### src/rtl/alu16_pkg.sv
package alu16_pkg;
    typedef enum logic [3:0] {
        OP_MOV  = 4'd0,
        OP_ADD  = 4'd1,
        OP_ADDC = 4'd2,
        OP_SUB  = 4'd3,
        OP_SUBC = 4'd4,
        OP_CMP  = 4'd5,
        OP_DADD = 4'd6,
        OP_TEST = 4'd7,
        OP_CLRB = 4'd8,
        OP_SETB = 4'd9,
        OP_XOR  = 4'd10,
        OP_AND  = 4'd11,
        OP_RORC = 4'd12,
        OP_SWAP = 4'd13,
        OP_SRA  = 4'd14,
        OP_SEXT = 4'd15
    } alu_op_e;

    localparam int FLG_C = 0;
    localparam int FLG_Z = 1;
    localparam int FLG_N = 2;
    localparam int FLG_V = 3;
    localparam int FLG_W = 4;
endpackage

### src/rtl/alu16_arith.sv
module alu16_arith
    import alu16_pkg::*;
#(
    parameter int W = 16
) (
    input  logic [W-1:0] a_i,
    input  logic [W-1:0] b_i,
    input  logic         cin_i,
    input  alu_op_e      op_i,
    input  logic         byte_i,
    output logic [W-1:0] sum_o,
    output logic         carry_o,
    output logic         ovf_o
);
    localparam int H   = W / 2;
    localparam int ND  = W / 4;
    localparam int NDH = H / 4;

    logic         inv_b;
    logic         cc;
    logic [W-1:0] bx;
    logic [H:0]   lo;
    logic [W-H:0] hi;
    logic [W-1:0] bin;
    logic [W-1:0] dsum;

    always_comb begin
        inv_b = op_i inside {OP_SUB, OP_SUBC, OP_CMP};
        unique case (op_i)
            OP_ADD:          cc = 1'b0;
            OP_SUB, OP_CMP:  cc = 1'b1;
            default:         cc = cin_i;
        endcase
        bx  = inv_b ? ~b_i : b_i;
        lo  = {1'b0, a_i[H-1:0]} + {1'b0, bx[H-1:0]} + {{H{1'b0}}, cc};
        hi  = {1'b0, a_i[W-1:H]} + {1'b0, bx[W-1:H]} + {{(W-H){1'b0}}, lo[H]};
        bin = {hi[W-H-1:0], lo[H-1:0]};
    end

    for (genvar g = 0; g < ND; g++) begin : g_dig
        logic       cin_d;
        logic       cout_d;
        logic [4:0] raw;
        if (g == 0) begin : g_first
            assign cin_d = cin_i;
        end else begin : g_next
            assign cin_d = g_dig[g-1].cout_d;
        end
        assign raw    = {1'b0, a_i[4*g +: 4]} + {1'b0, b_i[4*g +: 4]} + {4'b0, cin_d};
        assign cout_d = raw > 5'd9;
        assign dsum[4*g +: 4] = cout_d ? raw[3:0] + 4'd6 : raw[3:0];
    end

    always_comb begin
        if (op_i == OP_DADD) begin
            sum_o   = dsum;
            carry_o = byte_i ? g_dig[NDH-1].cout_d : g_dig[ND-1].cout_d;
            ovf_o   = 1'b0;
        end else begin
            sum_o   = bin;
            carry_o = byte_i ? lo[H] : hi[W-H];
            if (byte_i)
                ovf_o = (a_i[H-1] == bx[H-1]) && (bin[H-1] != a_i[H-1]);
            else
                ovf_o = (a_i[W-1] == bx[W-1]) && (bin[W-1] != a_i[W-1]);
        end
    end
endmodule

### src/rtl/alu16_logic.sv
module alu16_logic
    import alu16_pkg::*;
#(
    parameter int W = 16
) (
    input  logic [W-1:0] s_i,
    input  logic [W-1:0] d_i,
    input  logic [W-1:0] d_full_i,
    input  logic         cin_i,
    input  alu_op_e      op_i,
    input  logic         byte_i,
    output logic [W-1:0] res_o,
    output logic         sh_c_o
);
    localparam int H = W / 2;

    logic [W-1:0] sr;
    logic         top_in;

    always_comb begin
        top_in = (op_i == OP_SRA) ? (byte_i ? d_i[H-1] : d_i[W-1]) : cin_i;
        sr     = d_i >> 1;
        if (byte_i) sr[H-1] = top_in;
        else        sr[W-1] = top_in;
    end

    always_comb begin
        unique case (op_i)
            OP_MOV:           res_o = s_i;
            OP_AND, OP_TEST:  res_o = s_i & d_i;
            OP_CLRB:          res_o = ~s_i & d_i;
            OP_SETB:          res_o = s_i | d_i;
            OP_XOR:           res_o = s_i ^ d_i;
            OP_SRA, OP_RORC:  res_o = sr;
            OP_SWAP:          res_o = {d_full_i[H-1:0], d_full_i[W-1:H]};
            OP_SEXT:          res_o = {{(W-H){d_full_i[H-1]}}, d_full_i[H-1:0]};
            default:          res_o = '0;
        endcase
        sh_c_o = d_i[0];
    end

    always_comb begin
        if (op_i == OP_SRA) begin
            p_sra_sign_r7: assert (byte_i ? (res_o[H-1] == d_i[H-1]) : (res_o[W-1] == d_i[W-1]))
                else $error("SRA lost the sign bit");
        end
    end
endmodule

### src/rtl/alu16_flags.sv
module alu16_flags
    import alu16_pkg::*;
#(
    parameter int W = 16
) (
    input  alu_op_e      op_i,
    input  logic         byte_i,
    input  logic [W-1:0] res_i,
    input  logic         ar_c_i,
    input  logic         ar_v_i,
    input  logic         sh_c_i,
    input  logic         s_msb_i,
    input  logic         d_msb_i,
    output logic         c_o,
    output logic         z_o,
    output logic         n_o,
    output logic         v_o,
    output logic [FLG_W-1:0] mask_o
);
    localparam int H = W / 2;

    logic wide;
    logic z_raw;
    logic n_raw;
    logic c_raw;
    logic v_raw;

    always_comb begin
        wide  = !byte_i || (op_i inside {OP_SWAP, OP_SEXT});
        z_raw = (res_i == '0);
        n_raw = wide ? res_i[W-1] : res_i[H-1];
        unique case (op_i)
            OP_ADD, OP_ADDC, OP_SUB, OP_SUBC, OP_CMP: begin
                c_raw = ar_c_i; v_raw = ar_v_i; mask_o = 4'b1111;
            end
            OP_DADD: begin
                c_raw = ar_c_i; v_raw = 1'b0; mask_o = 4'b0111;
            end
            OP_AND, OP_TEST, OP_SEXT: begin
                c_raw = !z_raw; v_raw = 1'b0; mask_o = 4'b1111;
            end
            OP_XOR: begin
                c_raw = !z_raw; v_raw = s_msb_i & d_msb_i; mask_o = 4'b1111;
            end
            OP_SRA, OP_RORC: begin
                c_raw = sh_c_i; v_raw = 1'b0; mask_o = 4'b1111;
            end
            default: begin
                c_raw = 1'b0; v_raw = 1'b0; mask_o = 4'b0000;
            end
        endcase
        c_o = c_raw & mask_o[FLG_C];
        z_o = z_raw & mask_o[FLG_Z];
        n_o = n_raw & mask_o[FLG_N];
        v_o = v_raw & mask_o[FLG_V];
    end

    always_comb begin
        if (op_i inside {OP_AND, OP_TEST, OP_XOR, OP_SEXT}) begin
            p_logic_carry_r5: assert (c_o == !z_o)
                else $error("logic op carry is not NOT zero");
        end
    end
endmodule

### src/rtl/alu16_core.sv
module alu16_core
    import alu16_pkg::*;
#(
    parameter int W = 16
) (
    input  logic [W-1:0] src_i,
    input  logic [W-1:0] dst_i,
    input  logic         cin_i,
    input  logic [3:0]   op_i,
    input  logic         byte_i,
    output logic [W-1:0] res_o,
    output logic         c_o,
    output logic         z_o,
    output logic         n_o,
    output logic         v_o,
    output logic         wr_en_o,
    output logic [FLG_W-1:0] flag_mask_o
);
    localparam int H = W / 2;

    alu_op_e      op;
    logic [W-1:0] s_eff;
    logic [W-1:0] d_eff;
    logic [W-1:0] ar_sum;
    logic         ar_c;
    logic         ar_v;
    logic [W-1:0] lg_res;
    logic         sh_c;
    logic [W-1:0] raw;
    logic         s_msb;
    logic         d_msb;

    always_comb begin
        op      = alu_op_e'(op_i);
        s_eff   = byte_i ? {{(W-H){1'b0}}, src_i[H-1:0]} : src_i;
        d_eff   = byte_i ? {{(W-H){1'b0}}, dst_i[H-1:0]} : dst_i;
        s_msb   = byte_i ? s_eff[H-1] : s_eff[W-1];
        d_msb   = byte_i ? d_eff[H-1] : d_eff[W-1];
        wr_en_o = !(op inside {OP_CMP, OP_TEST});
        raw     = (op inside {OP_ADD, OP_ADDC, OP_SUB, OP_SUBC, OP_CMP, OP_DADD})
                  ? ar_sum : lg_res;
        if (byte_i && !(op inside {OP_SWAP, OP_SEXT}))
            res_o = {{(W-H){1'b0}}, raw[H-1:0]};
        else
            res_o = raw;
    end

    alu16_arith #(.W(W)) u_arith (
        .a_i     (d_eff),
        .b_i     (s_eff),
        .cin_i   (cin_i),
        .op_i    (op),
        .byte_i  (byte_i),
        .sum_o   (ar_sum),
        .carry_o (ar_c),
        .ovf_o   (ar_v)
    );

    alu16_logic #(.W(W)) u_logic (
        .s_i      (s_eff),
        .d_i      (d_eff),
        .d_full_i (dst_i),
        .cin_i    (cin_i),
        .op_i     (op),
        .byte_i   (byte_i),
        .res_o    (lg_res),
        .sh_c_o   (sh_c)
    );

    alu16_flags #(.W(W)) u_flags (
        .op_i    (op),
        .byte_i  (byte_i),
        .res_i   (res_o),
        .ar_c_i  (ar_c),
        .ar_v_i  (ar_v),
        .sh_c_i  (sh_c),
        .s_msb_i (s_msb),
        .d_msb_i (d_msb),
        .c_o     (c_o),
        .z_o     (z_o),
        .n_o     (n_o),
        .v_o     (v_o),
        .mask_o  (flag_mask_o)
    );

    always_comb begin
        if (!wr_en_o) begin
            p_nowrite_flags_r1: assert (flag_mask_o == 4'b1111)
                else $error("flag-only op does not update all flags");
        end
        if (op == OP_CMP && s_eff == d_eff) begin
            p_cmp_equal_r3: assert (z_o && c_o)
                else $error("compare of equal operands lacks Z or C");
        end
        if (byte_i && !(op inside {OP_SWAP, OP_SEXT})) begin
            p_upper_clear_r9: assert (res_o[W-1:H] == '0)
                else $error("byte result has upper bits set");
        end
        if (op == OP_SEXT) begin
            p_sext_fill_r8: assert (res_o[W-1:H] == {(W-H){res_o[H-1]}})
                else $error("sign extension fill wrong");
        end
    end
endmodule

### config.mk
export PLATFORM = sky130hd
export DESIGN_NAME = alu16_core
export DESIGN_NICKNAME = d
export VERILOG_FILES = /design/src/rtl/alu16_pkg.sv /design/src/rtl/alu16_arith.sv /design/src/rtl/alu16_logic.sv /design/src/rtl/alu16_flags.sv /design/src/rtl/alu16_core.sv
export SDC_FILE = /design/constraint.sdc
export NUM_CORES = 1
export LEC_CHECK = 0
export ABC_CLOCK_PERIOD_IN_PS = 14600
export CORE_MARGIN = 5
export CORE_UTILIZATION = 50
export DETAILED_ROUTE_END_ITERATION = 8
export PLACE_DENSITY = 0.76
export REMOVE_ABC_BUFFERS = 1
export SLEW_MARGIN = 20
export SYNTH_ARGS = -nofsm -noshare
export SYNTH_HDL_FRONTEND = slang
export SYNTH_SLANG_ARGS = --single-unit
### constraint.sdc
create_clock -name vclk -period 14.6
set_input_delay 2.92 -clock vclk [all_inputs]
set_output_delay 2.92 -clock vclk [all_outputs]
set_load 0.01 [all_outputs]
==> results.cfg <==
[run_status]
status = completed

[floorplanning]
initial_utilization = 0.517
fp.dieH_um = 97.1
io_pins = 63
rows = 31
die_w_um = 97.1
core_mm2 = 0.00733
die-area_mm2 = 0.00942

[finish]
final_nets = 686
syn2layout_area_growth_pct = 20.0
antenna_cells = 0
final_common_cell = clkdlybuf4s50_1
design.seq.count = 0
nFillCells = 679
n_clock_buffer = 0
seq_area_um2 = 0
multi_input_area_mm2 = 0.00350
layout-drive-gt1-share = 0.0648
fin_area_mm2 = 0.00455
most-common-layout-cells = clkdlybuf4s50_1, inv_1, ha_1

[detailed_routing]
postRouteAntennaNets = 0
vias_per_cell = 6.61
routed_wirelength_um = 14400
wire_per_inst_um = 21.0
vias = 4526
drtIter0Drc = 566
first_pass_iters = 5
drc_errors = 0

[yosys]
synth_warnings = 0
synth.distinct_cells = 72
synthesis.area_mm2 = 0.00379
synth.avg_cell_area_um2 = 7.03
synthCells = 539
ys_seq_area_frac = 0

[critical_path]
startpoint_type = primary input
cp_slowest_cell = or4b_1
endpoint_kind = primary output
crit_top_cell = inv_1
required_ps = 11680
path_max_fanout = 4
crit_type = in -> out
critPathMaxStageDelay_ps = 570
cp.arrival_ps = 11070

[global_routing]
grt.total_usage = 0.286
grt_pass1_vias = 4234
antenna_found_initial = 0
grt_first_pass_wirelength_um = 22300
grt_max_degree = 45
gr-total-overflow = 0

[timing]
rsz0062_at_grt = false
timing.fmax_mhz = 71.5
hold_violations = 0
slew_headroom = 0.395
setup-tns-final_ps = 0
layout_worst_path_cycle_share = 0.958
setup_viol = 0
period_needed_ps = 13990
worst_pin_slew_ps = 901
slew_violations = 0
whs_ps = 6840

[power_and_ir_drop]
pwr-share-seq = 0
powerDensity_mw_per_mm2 = 50.4
leakage_nw = 1.99
switching_share = 0.553
netSwitchingPower_mw = 0.127
power_frac_clock = 0
ir_drop_uv = 24.7
p_int_mw = 0.103
finalPower_mw = 0.229
comb_power_share = 1.000

[placed_design]
place_hpwl_um = 11400
gp_congestion = 0.991
portBuffers = 63
placed_cell_area_mm2 = 0.00448

[job]
maxCapViolCount = 0

[clocking]
ctsHoldBuffers = 0
post_cts_buffers = 0

[min_path]
hold_path_class = in -> out
[metal layers]
metal	wire length (um)	global-route usage	up-vias
met5	0	0	-
met4	444	0.0918	0
met3	1350	0.0237	32
met2	6770	0.490	281
met1	5790	0.377	2127
li1	-	-	2086
[worst paths after layout]
check / start / endpoint / slack, ps / cells past startpoint
min: dst_i[0] / c_o / 6840 / 5
max: src_i[0] / c_o / 610 / 34
[worst max-delay path: cells and delay by family]
family	cells	cell delay, ps
buf+inv	9	1200
simple gates	4	940
mux	1	130
compound gates	9	1910
fa+ha+maj	11	3960
[stage by stage]
stage	std cells	util	setup slack [ps]
6_report	685	0.620	607
5_1_grt	685	0.620	252
4_1_cts	685	0.612	3.08
3_5_place_dp	685	0.611	-77.1
3_3_place_gp	685	0.611	156
2_1_floorplan	509	-	1320
[cells in the mapped netlist (4+ instances only)]
cell | number | share of area
inv_1 | 50 | 0.050
ha_1 | 48 | 0.16
nand2_1 | 45 | 0.045
a21oi_1 | 38 | 0.050
nor2_1 | 36 | 0.036
o21ai_0 | 30 | 0.040
xnor2_1 | 29 | 0.067
nor3_1 | 16 | 0.021
fa_1 | 12 | 0.063
xor2_1 | 12 | 0.028
a211oi_1 | 11 | 0.022
a21o_1 | 11 | 0.022
clkbuf_1 | 11 | 0.011
nand2b_1 | 10 | 0.017
nor2b_1 | 9 | 0.015
a22oi_1 | 8 | 0.016
buf_2 | 8 | 0.011
a22o_1 | 7 | 0.016
buf_4 | 7 | 0.014
nor4_1 | 7 | 0.012
o21a_1 | 7 | 0.014
a31oi_1 | 6 | 0.0099
and2_1 | 6 | 0.0099
a2bb2oi_1 | 5 | 0.012
nand3_1 | 5 | 0.0066
o21ai_1 | 5 | 0.0066
o221ai_1 | 5 | 0.012
o31ai_1 | 5 | 0.0099
o2111ai_1 | 4 | 0.0092
o211ai_1 | 4 | 0.0079
[cell families after synthesis]
logic type               after synthesis  synth area share
AO/OA/AOI/OAI                        190             0.354
AND/OR/NAND/NOR                      162             0.219
buffers and inverters                 80            0.0947
adder cells (fa/ha/maj)               63             0.230
XOR/XNOR                              41            0.0947
multiplexers                           3           0.00825
[cell type report]
| cell class | instances | area share |
|---|---|---|
| multi-input combinational | 459 | 0.769 |
| timing repair buffer | 77 | 0.163 |
| inverter | 50 | 0.0413 |
| tap | 99 | 0.0272 |
[power by group through the flow]
| stage | registers [mW] | logic [mW] | clock network (mW) |
|---|---|---|---|
| floorplan | 0 | 0.137 | 0 |
| global placement | 0 | 0.216 | 0 |
| detailed placement | 0 | 0.220 | 0 |
| CTS | 0 | 0.221 | 0 |
| global route | 0 | 0.246 | 0 |
| finish | 0 | 0.229 | 0 |
[timing repair]
item                                    CTS  global route
endpoints found under the setup margin    2             3
resized for setup                         1            12
pin swaps                                 0             2
Power figures use the tool's default switching activity.
